`config.mk`:
```
export PLATFORM = sky130hd
export DESIGN_NAME = priv_region_decoder
export DESIGN_NICKNAME = d
export VERILOG_FILES = /design/src/rtl/priv_dec_pkg.sv /design/src/rtl/priv_win_decode.sv /design/src/rtl/snoop_ctl_regs.sv /design/src/rtl/priv_region_decoder.sv
export SDC_FILE = /design/constraint.sdc
export NUM_CORES = 1
export LEC_CHECK = 0
export ABC_CLOCK_PERIOD_IN_PS = 3100
export BUFFER_PORTS_ARGS = -buffer_cell sky130_fd_sc_hd__clkbuf_2
export CORE_UTILIZATION = 28
export DETAILED_ROUTE_END_ITERATION = 12
export PLACE_DENSITY = 0.85
export SYNTH_ARGS = -nofsm -noshare
export SYNTH_HDL_FRONTEND = slang
export SYNTH_SLANG_ARGS = --single-unit
```
`constraint.sdc`:
```
create_clock -name clk -period 3.1 [get_ports clk]
set_input_delay 0 -clock clk [delete_from_list [all_inputs] [get_ports clk]]
set_output_delay 0 -clock clk [all_outputs]
set_load 0.01 [all_outputs]
```
`src/rtl/priv_dec_pkg.sv`:
```
package priv_dec_pkg;
   typedef enum logic [1:0] {
      TGT_NONE  = 2'd0,
      TGT_SNOOP = 2'd1,
      TGT_INTC  = 2'd2,
      TGT_TIMER = 2'd3
   } tgt_e;
endpackage

```
`src/rtl/priv_win_decode.sv`:
```
module priv_win_decode
   import priv_dec_pkg::*;
#(
   parameter int NCPU    = 4,
   parameter int CPU_W   = $clog2(NCPU),
   parameter int BANK_W  = CPU_W + 1,
   parameter int WIN_SZ  = 256
) (
   input  logic [11:0]       off,
   input  logic [CPU_W-1:0]  req_cpu,
   output tgt_e              tgt,
   output logic [BANK_W-1:0] bank,
   output logic [7:0]        loc
);
   localparam int INTC_OWN = WIN_SZ;
   localparam int INTC_EXP = 2 * WIN_SZ;
   localparam int TMR_OWN  = INTC_EXP + NCPU * WIN_SZ;
   localparam int TMR_EXP  = TMR_OWN + WIN_SZ;
   localparam int REG_END  = TMR_EXP + NCPU * WIN_SZ;

   generate
      if (NCPU < 2 || (NCPU & (NCPU - 1)) != 0)
         $error("priv_win_decode: NCPU must be a power of two, at least 2");
      if (REG_END > 4096)
         $error("priv_win_decode: windows exceed the 4 KB region");
      if (WIN_SZ != 256)
         $error("priv_win_decode: window size must be 256 bytes");
   endgenerate

   logic [11:0] intc_rel;
   logic [11:0] tmr_rel;
   assign intc_rel = off - 12'(INTC_EXP);
   assign tmr_rel  = off - 12'(TMR_EXP);

   always_comb begin
      tgt  = TGT_NONE;
      bank = '0;
      loc  = '0;
      if (off < 12'(INTC_OWN)) begin
         tgt = TGT_SNOOP;
         loc = off[7:0];
      end else if (off < 12'(INTC_EXP)) begin
         tgt  = TGT_INTC;
         bank = BANK_W'(req_cpu);
         loc  = off[7:0];
      end else if (off < 12'(TMR_OWN)) begin
         tgt  = TGT_INTC;
         bank = BANK_W'(intc_rel[8 +: CPU_W]);
         loc  = off[7:0];
      end else if (off < 12'(TMR_EXP)) begin
         tgt  = TGT_TIMER;
         bank = {req_cpu, off[5]};
         loc  = {4'b0, off[3:0]};
      end else if (off < 12'(REG_END)) begin
         tgt  = TGT_TIMER;
         bank = {tmr_rel[8 +: CPU_W], off[5]};
         loc  = {4'b0, off[3:0]};
      end
   end
endmodule

```
`src/rtl/snoop_ctl_regs.sv`:
```
module snoop_ctl_regs #(
   parameter int         DATA_W  = 32,
   parameter logic [7:0] CFG_VAL = 8'hF3
) (
   input  logic              clk,
   input  logic              rst_n,
   input  logic              sel,
   input  logic              wr,
   input  logic [7:0]        off,
   input  logic [DATA_W-1:0] wdata,
   output logic [DATA_W-1:0] rdata,
   output logic              bad
);
   generate
      if (DATA_W < 8)
         $error("snoop_ctl_regs: DATA_W must hold the configuration value");
   endgenerate

   logic ctrl_q;
   logic wr_ctrl;
   logic unused_wdata;
   assign unused_wdata = ^wdata[DATA_W-1:1];

   always_comb begin
      rdata = '0;
      bad   = 1'b0;
      unique case (off)
         8'h00: rdata = DATA_W'(ctrl_q);
         8'h04: begin rdata = DATA_W'(CFG_VAL); bad = wr; end
         8'h08: bad = wr;
         8'h0C: ;
         default: bad = 1'b1;
      endcase
      if (bad) rdata = '0;
   end

   assign wr_ctrl = sel && wr && (off == 8'h00);

   always_ff @(posedge clk or negedge rst_n) begin
      if (!rst_n)       ctrl_q <= 1'b0;
      else if (wr_ctrl) ctrl_q <= wdata[0];
   end

   a_r2_ctrl_hold: assert property (@(posedge clk) disable iff (!rst_n)
      !(sel && wr && off == 8'h00) |=> $stable(ctrl_q));
   a_r2_ctrl_load: assert property (@(posedge clk) disable iff (!rst_n)
      (sel && wr && off == 8'h00) |=> ctrl_q == $past(wdata[0]));
   a_r4_bad_zero: assert property (@(posedge clk) disable iff (!rst_n)
      bad |-> rdata == '0);
endmodule

```
`src/rtl/priv_region_decoder.sv`:
```
module priv_region_decoder
   import priv_dec_pkg::*;
#(
   parameter int NCPU     = 4,
   parameter int ADDR_W   = 32,
   parameter int DATA_W   = 32,
   parameter int TMR_IRQ  = 29,
   parameter int WDOG_IRQ = 30,
   parameter int CPU_W    = $clog2(NCPU),
   parameter int BANK_W   = CPU_W + 1
) (
   input  logic              clk,
   input  logic              rst_n,
   input  logic [CPU_W-1:0]  req_cpu,
   input  logic              acc_valid,
   input  logic              acc_write,
   input  logic [ADDR_W-1:0] acc_addr,
   input  logic [DATA_W-1:0] acc_wdata,
   output logic [1:0]        tgt_sel,
   output logic [BANK_W-1:0] bank_idx,
   output logic [7:0]        local_off,
   output logic [4:0]        irq_num,
   output logic [DATA_W-1:0] rdata,
   output logic              err
);
   localparam int OFF_END = 2 * 256 + 2 * NCPU * 256 + 256;

   generate
      if (ADDR_W < 12)
         $error("priv_region_decoder: ADDR_W must cover the 4 KB region");
      if (TMR_IRQ > 31 || WDOG_IRQ > 31)
         $error("priv_region_decoder: interrupt numbers need five bits");
   endgenerate

   logic [11:0]       off;
   logic              unused_addr;
   tgt_e              tgt;
   logic [DATA_W-1:0] snp_rdata;
   logic              snp_bad;
   logic              snp_sel;

   assign off         = acc_addr[11:0];
   assign unused_addr = ^acc_addr[ADDR_W-1:12];

   priv_win_decode #(.NCPU(NCPU), .CPU_W(CPU_W), .BANK_W(BANK_W)) u_dec (
      .off     (off),
      .req_cpu (req_cpu),
      .tgt     (tgt),
      .bank    (bank_idx),
      .loc     (local_off)
   );

   assign snp_sel = acc_valid && (tgt == TGT_SNOOP);

   snoop_ctl_regs #(.DATA_W(DATA_W)) u_snp (
      .clk   (clk),
      .rst_n (rst_n),
      .sel   (snp_sel),
      .wr    (acc_write),
      .off   (local_off),
      .wdata (acc_wdata),
      .rdata (snp_rdata),
      .bad   (snp_bad)
   );

   assign tgt_sel = tgt;
   assign rdata   = (tgt == TGT_SNOOP) ? snp_rdata : '0;
   assign err     = acc_valid && ((tgt == TGT_NONE) || (tgt == TGT_SNOOP && snp_bad));
   assign irq_num = (tgt != TGT_TIMER) ? 5'd0 :
                    (bank_idx[0] ? 5'(WDOG_IRQ) : 5'(TMR_IRQ));

   a_r10_high_err: assert property (@(posedge clk) disable iff (!rst_n)
      (acc_valid && off >= 12'(OFF_END)) |-> (err && tgt_sel == 2'd0 && rdata == '0));
   a_r9_irq_pick: assert property (@(posedge clk) disable iff (!rst_n)
      (tgt_sel == 2'd3) |-> (irq_num == (acc_addr[5] ? 5'(WDOG_IRQ) : 5'(TMR_IRQ))));
   a_r7_own_timer: assert property (@(posedge clk) disable iff (!rst_n)
      (off >= 12'(512 + NCPU * 256) && off < 12'(768 + NCPU * 256)) |->
      (bank_idx[BANK_W-1:1] == req_cpu && local_off[7:4] == 4'd0));
   a_r5_own_intc: assert property (@(posedge clk) disable iff (!rst_n)
      (off[11:8] == 4'd1) |-> (tgt_sel == 2'd2 && bank_idx == BANK_W'(req_cpu)));
endmodule

```
==> impl_results.md, run 1 <==
* # fillers at 277
* Number of diodes at 0
* Residual DRC at 0
* Setup repair after global routing missed its margin: no
* Crit-path max cell delay at 0.51 ns
* Syn avg cell area at 7.25 um^2
* Antenna violations before repair at 0
* Crit-path leading delay family: simple AND/OR/NAND/NOR gates
* Post-cts sizing count at 0
* CP cell instances: clkbuf_2 > inv_1 > ha_1 > or3b_4 > or4_4 > nor4b_4 > clkbuf_2
* Final antenna-violating net count at 0
* Startpoint of the most critical register-to-register path: u_snp.ctrl_q
* Aggregate negative setup slack at 0 ns
* Drt first pass iters at 4
* Worst slack after detailed placement at 1.20 ns
* HP Start: acc_wdata[0]
* Post-synth design cell area at 667 um^2
* Xor/xnor share of the synthesized area at 1.31%
* Largest family of logic cells by synthesized area: buffers and inverters
* Effective utilization at floorplan at 29.9%
* Synthesis-stage register bit count at 1
* Area leader, netlist: buf_4
* Area share of the leading cell type in the synthesized netlist at 36.0%
* GRT Resource Usage Total at 11.2%
* Routed via count divided by cell count at 4.17
* Post-Synthesis Cells at 92
* Latest clock arrival within the worst-skew pair at 0 ns
* Reg2reg end: u_snp.ctrl_q
* Min setup slack post-route at 1.21 ns
* Critical path buffers and inverters at 3
* Total routed wirelength at 1490 um
* Count of max-cap constraint violations at 0
* Most used cell along the critical path: clkbuf_2
* Synth Flop Type: dfrtp_1
* Biggest registers after layout: u_snp.ctrl_q x1
* Path type of the worst setup path: primary input to primary output
* Most instantiated cells after synthesis: 32 x buf_4, 9 x and2_1, 6 x a21oi_1, 5 x nor2_1, 4 x inv_1
* Number of vias after detailed routing at 647
* Final cell area excluding filler cells at 766 um^2
* Wire length of the first global-routing pass at 2320 um
* Die W at 50.8 um
* Endpoint required time on the critical path at 3.10 ns
* Area growth from synthesis to layout at 14.8%
* Remaining max-slew budget at the tightest pin at 65.8%
* R2R Setup Slk at 2.30 ns
* Count of buffers inserted at the top-level ports at 43
* Fmax at 530 MHz
* Hold Crit Endpoint: u_snp.ctrl_q
* Synth Area in Adders at 3.75%
* Number of instances on the worst hold path at 2
* Type of element launching the critical path: primary input
* Timing startpoint of the critical path: acc_addr[9]
* Number of distinct library cells after synthesis at 34
* Via count of the first global-routing pass at 560
* Static leakage at 0.438 nW
* Async set or reset register ratio after synthesis at 100%
* Time the worst path needs with I/O delays and setup at 1.89 ns
* Number of violations reported at the end of detailed-routing iteration 0 at 8
* Register area share after synthesis at 3.75%
* Post-synth EDFFs at 0
* Number of top-level pins at 121
* Run status: finished clean
* Floorplan die area at 2580 um^2
* Class of the worst hold path: primary input to flop
* Die Y at 50.8 um
* Most instantiated library cell after synthesis: buf_4
* Power per cell area at 144 nW/um^2
* Cells taking the most area after synthesis: buf_4 36%, and2_1 8.4%, a21oi_1 4.5%
* GRT overflow at 0
* Total Nets Final at 201
* Depth of the most critical reg-to-reg path at 1
* Fraction of final layout cells with drive strength greater than 1 at 37.8%
* Maximum resistive drop on vdd at 0.0000619 V
* GPL Wtd Cong at 0.807
* Kind of capture point of the worst setup path: primary output
* Number of max-slew violations in the final report at 0
* Final critical-path share of the clock period at 60.8%
* Area of the core at 2230 um^2
* Post-Route Skew at 0 ns
* Slew @ Worst Pin at 0.509 ns
* Fraction of the mapped netlist area in simple logic gates at 31.7%
* Arrival time at the worst endpoint at 1.89 ns
* Number of synthesis warnings at 0
* Pwr Total at 110 uW
* Slowest cell on crit path: or4_4
* Register ranked first by flip-flop count: u_snp.ctrl_q
* Share of the synthesized area in compound gates (AO/OA/AOI/OAI) at 15.0%
* DPL Wire Length at 1340 um
* Final routed wire length divided by cell count at 9.61 um
* Largest fanout of any net on the critical path at 11
* Number of flip-flops in the largest register at 1
* Pin count of the biggest net entering global routing at 12
* Mux cell area share after synthesis at 3.38%
* DP Area at 756 um^2
* FP Rows at 17
* Final Hold Vio Count at 0
* Clock-pin slew on the worst setup and hold paths at 0 ns
* Final setup vio count at 0
==> metrics by stage <==
step           hold slack (ns)  instances  utilization (%)
6_report                 0.221        155             34.3
5_1_grt                  0.240        155             34.3
4_1_cts                  0.226        155             34.3
3_5_place_dp            -0.222        154             33.8
3_3_place_gp            -0.223        154             33.8
2_1_floorplan           -0.296        117                -
==> area by class of cell <==
cell class	instances	area (um^2)	area share, %
inverters	4	15.0	1.96
flip-flops and latches	1	25.0	3.27
repair buffers	44	225	29.4
multi-input cells	78	465	60.8
well taps	28	35.0	4.58
==> routing by layer <==
| metal | wire length (um) | global-route usage (%) |
|---|---|---|
| met5 | 0 | 0 |
| met4 | 0 | 0.463 |
| met3 | 228 | 4.24 |
| met2 | 644 | 20.9 |
| met1 | 616 | 12.4 |
==> cells by family after synthesis <==
group,Yosys count
DFF,1
AOI/OAI and AO/OA,16
and+or+nand+nor,31
xor gates and xnor gates,1
adders and majority gates,2
other,1
muxes,2
buffers and inverters,38
==> power by group <==
part,internal [mW],switching (mW),leakage [nW]
registers,0.0133,0.0000456,0.0140
clock network,0,0,0
logic,0.0379,0.0589,0.424
==> how the worst max path moves through the flow <==
| stage | cells past startpoint | to | slack [ns] |
|---|---|---|---|
| 2_1_floorplan | 7 | rdata[4] | 1.23 |
| 3_3_place_gp | 7 | rdata[7] | 1.22 |
| 3_5_place_dp | 7 | rdata[4] | 1.20 |
| 4_1_cts | 7 | rdata[4] | 1.20 |
| 5_1_grt | 7 | rdata[4] | 1.10 |
| 6_report | 7 | rdata[4] | 1.21 |
==> cells in the final DEF (no fill, tap or decap), types with 2 or more instances in the layout <==
cell,count
nor2_1,5
inv_1,4
o21ai_0,2
clkbuf_2,43
nor3b_1,2
a21oi_1,6
nand3b_1,2
o21a_1,2
nand2_1,2
conb_1,26
ha_1,2
nor2b_1,2
and2_1,9
==> repair_timing <==
action,4_1_cts,5_1_grt
endpoints found under the hold margin,1,0
hold buffers,1,0
setup buffers,0,0
Power figures use the tool's default switching activity.
==> run 2: changes to the inputs <==
- ABC_AREA: unset -> 1
- ABC_CLOCK_PERIOD_IN_PS: 3100 -> 1900
- CORE_UTILIZATION: 28 -> 27
- PLACE_DENSITY: 0.85 -> 0.81
- clock period: 3.1 -> 1.9 ns (I/O delays scaled with it)
==> impl_results.md, run 2 <==
* Count of max-cap constraint violations at 0
* Class of the worst hold path: primary input to flop
* DP Area at 811 um^2
* Register area share after synthesis at 3.59%
* Final Hold Vio Count at 0
* Crit-path leading delay family: buffers and inverters
* Die W at 52.8 um
* Violated checks: DRC
* Number of top-level pins at 121
* Pin count of the biggest net entering global routing at 8
* Static leakage at 0.574 nW
* Depth of the most critical reg-to-reg path at 2
* Final cell area excluding filler cells at 821 um^2
* Syn avg cell area at 5.76 um^2
* GRT overflow at 0
* Largest fanout of any net on the critical path at 7
* Count of buffers added by post-CTS timing repair for setup at 0
* Fraction of the mapped netlist area in simple logic gates at 32.0%
* Most instantiated library cell after synthesis: buf_4
* Fraction of final layout cells with drive strength greater than 1 at 36.5%
* Antenna violations before repair at 0
* Fmax at 807 MHz
* Number of flip-flops in the largest register at 1
* Biggest registers after layout: u_snp.ctrl_q x1
* Power per cell area at 252 nW/um^2
* Critical path buffers and inverters at 3
* Slowest cell on crit path: ha_1
* Synth Area in Adders at 3.59%
* Effective utilization at floorplan at 28.4%
* Post-Route Skew at 0 ns
* FP Rows at 18
* Kind of capture point of the worst setup path: primary output
* Most used cell along the critical path: clkbuf_2
* Run status: complete, but fails checks
* Final routed wire length divided by cell count at 7.56 um
* Post-synth EDFFs at 0
* DPL Wire Length at 1350 um
* Share of the synthesized area in compound gates (AO/OA/AOI/OAI) at 13.5%
* Area growth from synthesis to layout at 17.8%
* Number of diodes at 0
* Total Nets Final at 233
* Die Y at 52.8 um
* Area of the core at 2450 um^2
* CP cell instances: clkbuf_2 > ha_1 > o21ai_4 > buf_4 > o21ai_2 > nand2_1 > nor2_1 > nand3_2 > a21oi_2 > clkbuf_2
* R2R Setup Slk at 1.32 ns
* Post-cts sizing count at 0
* Post-Synthesis Cells at 121
* Register ranked first by flip-flop count: u_snp.ctrl_q
* Drt first pass iters at 8
* Path type of the worst setup path: primary input to primary output
* GRT Resource Usage Total at 9.65%
* Number of max-slew violations in the final report at 0
* Top library cells by usage in the layout, fill and taps aside: 43 x clkbuf_2, 26 x conb_1, 22 x nand2_1, 20 x inv_1, 15 x nor2_1
* Synth Flop Type: dfrtp_1
* Final antenna-violating net count at 0
* Floorplan die area at 2790 um^2
* Time the worst path needs with I/O delays and setup at 1.24 ns
* Most instantiated cells after synthesis: 32 x buf_4, 22 x nand2_1, 20 x inv_1, 15 x nor2_1, 4 x nand3_1
* Number of violations reported at the end of detailed-routing iteration 0 at 6
* Crit-path max cell delay at 0.22 ns
* Post-synth design cell area at 697 um^2
* Maximum resistive drop on vdd at 0.000113 V
* Number of synthesis warnings at 0
* Area leader, netlist: buf_4
* Clock-pin slew on the worst setup and hold paths at 0 ns
* Number of vias after detailed routing at 722
* Setup repair after global routing missed its margin: no
* Async set or reset register ratio after synthesis at 100%
* Wire length of the first global-routing pass at 2130 um
* Number of distinct library cells after synthesis at 22
* Endpoint required time on the critical path at 1.90 ns
* Largest family of logic cells by synthesized area: buffers and inverters
* Final setup vio count at 0
* Mux cell area share after synthesis at 0%
* Total routed wirelength at 1430 um
* Xor/xnor share of the synthesized area at 0%
* Synthesis-stage register bit count at 1
* Latest clock arrival within the worst-skew pair at 0 ns
* Type of element launching the critical path: primary input
* Most common library cell in the layout ignoring fill and taps: clkbuf_2
* Cells taking the most area after synthesis: buf_4 34%, nand2_1 12%, inv_1 11%
* Aggregate negative setup slack at 0 ns
* Via count of the first global-routing pass at 558
* CP Depth at 10
* Final critical-path share of the clock period at 65.3%
* GPL Wtd Cong at 0.744
* Number of instances on the worst hold path at 3
* Area share of the leading cell type in the synthesized netlist at 34.5%
* Residual DRC at 1
* Count of buffers inserted at the top-level ports at 43
* Routed via count divided by cell count at 3.82
* Arrival time at the worst endpoint at 1.24 ns
## run 2: cell types whose count changed in the layout (fill, tap and decap cells not counted), moves of 3 or more
cell,delta
a21oi_2,+3
inv_1,+16
a21oi_1,-3
nand2_1,+20
and2_1,-9
inv_2,+3
nand3_1,+4
nor2_1,+10
## run 2: per-layer routing
metal  part of all wire, %  global-route usage (%)  wire [um]  up-vias
met5                     0                       0          0        -
met3                   9.7                       0        138        0
met2                    48                    18.6        679       48
li1                      -                       -          -      383
met1                    43                    12.5        611      291
met4                     0                       0          0        0
## run 2: per-stage QoR
step	util (%)	power, mW	cells	worst slack, ns	hold WS (ns)
2_1_floorplan	-	0.180	146	0.654	-0.296
3_3_place_gp	33.0	0.204	188	0.654	-0.224
3_5_place_dp	33.0	0.207	188	0.637	-0.224
4_1_cts	33.4	0.209	189	0.632	0.253
5_1_grt	33.4	0.232	189	0.509	0.285
6_report	33.4	0.207	189	0.660	0.249
## run 2: path summary, 6_finish.rpt
| path | from | to |
|---|---|---|
| min reg2reg | u_snp.ctrl_q | u_snp.ctrl_q |
| max reg2reg | u_snp.ctrl_q | u_snp.ctrl_q |
| min | acc_wdata[0] | u_snp.ctrl_q |
| min in group asynchronous | rst_n | u_snp.ctrl_q |
| max in group asynchronous | rst_n | u_snp.ctrl_q |
| max | acc_addr[9] | rdata[0] |
## run 2: timing repair
item,CTS,global route
hold buffers,1,0
endpoints found under the setup margin,0,0
hold endpoints to repair,1,0
## run 2: kinds of logic after synthesis
group	count (synthesis)
flops	1
fa+ha+maj	2
compound gates	13
buf+inv	55
other cells	1
simple gates	49
## run 2: power by group
group | internal [mW] | switching (mW) | leakage [nW] | total, mW
Combinational | 0.0647 | 0.119 | 0.560 | 0.183
Sequential | 0.0229 | 0.000589 | 0.0138 | 0.0235
Clock | 0 | 0 | 0 | 0
## run 2: worst min-delay path, delay by kind of cell
| family | cells | cell delay (ns) |
|---|---|---|
| buffers and inverters | 1 | 0.08 |
| and+or+nand+nor | 2 | 0.13 |
## run 2: cell type report
cell class,count,area [um^2]
fillers,293,1630
inverters,23,86.3
multi-input cells,90,439
flip-flops and latches,1,25.0
well taps,30,37.5
repair buffers,45,233
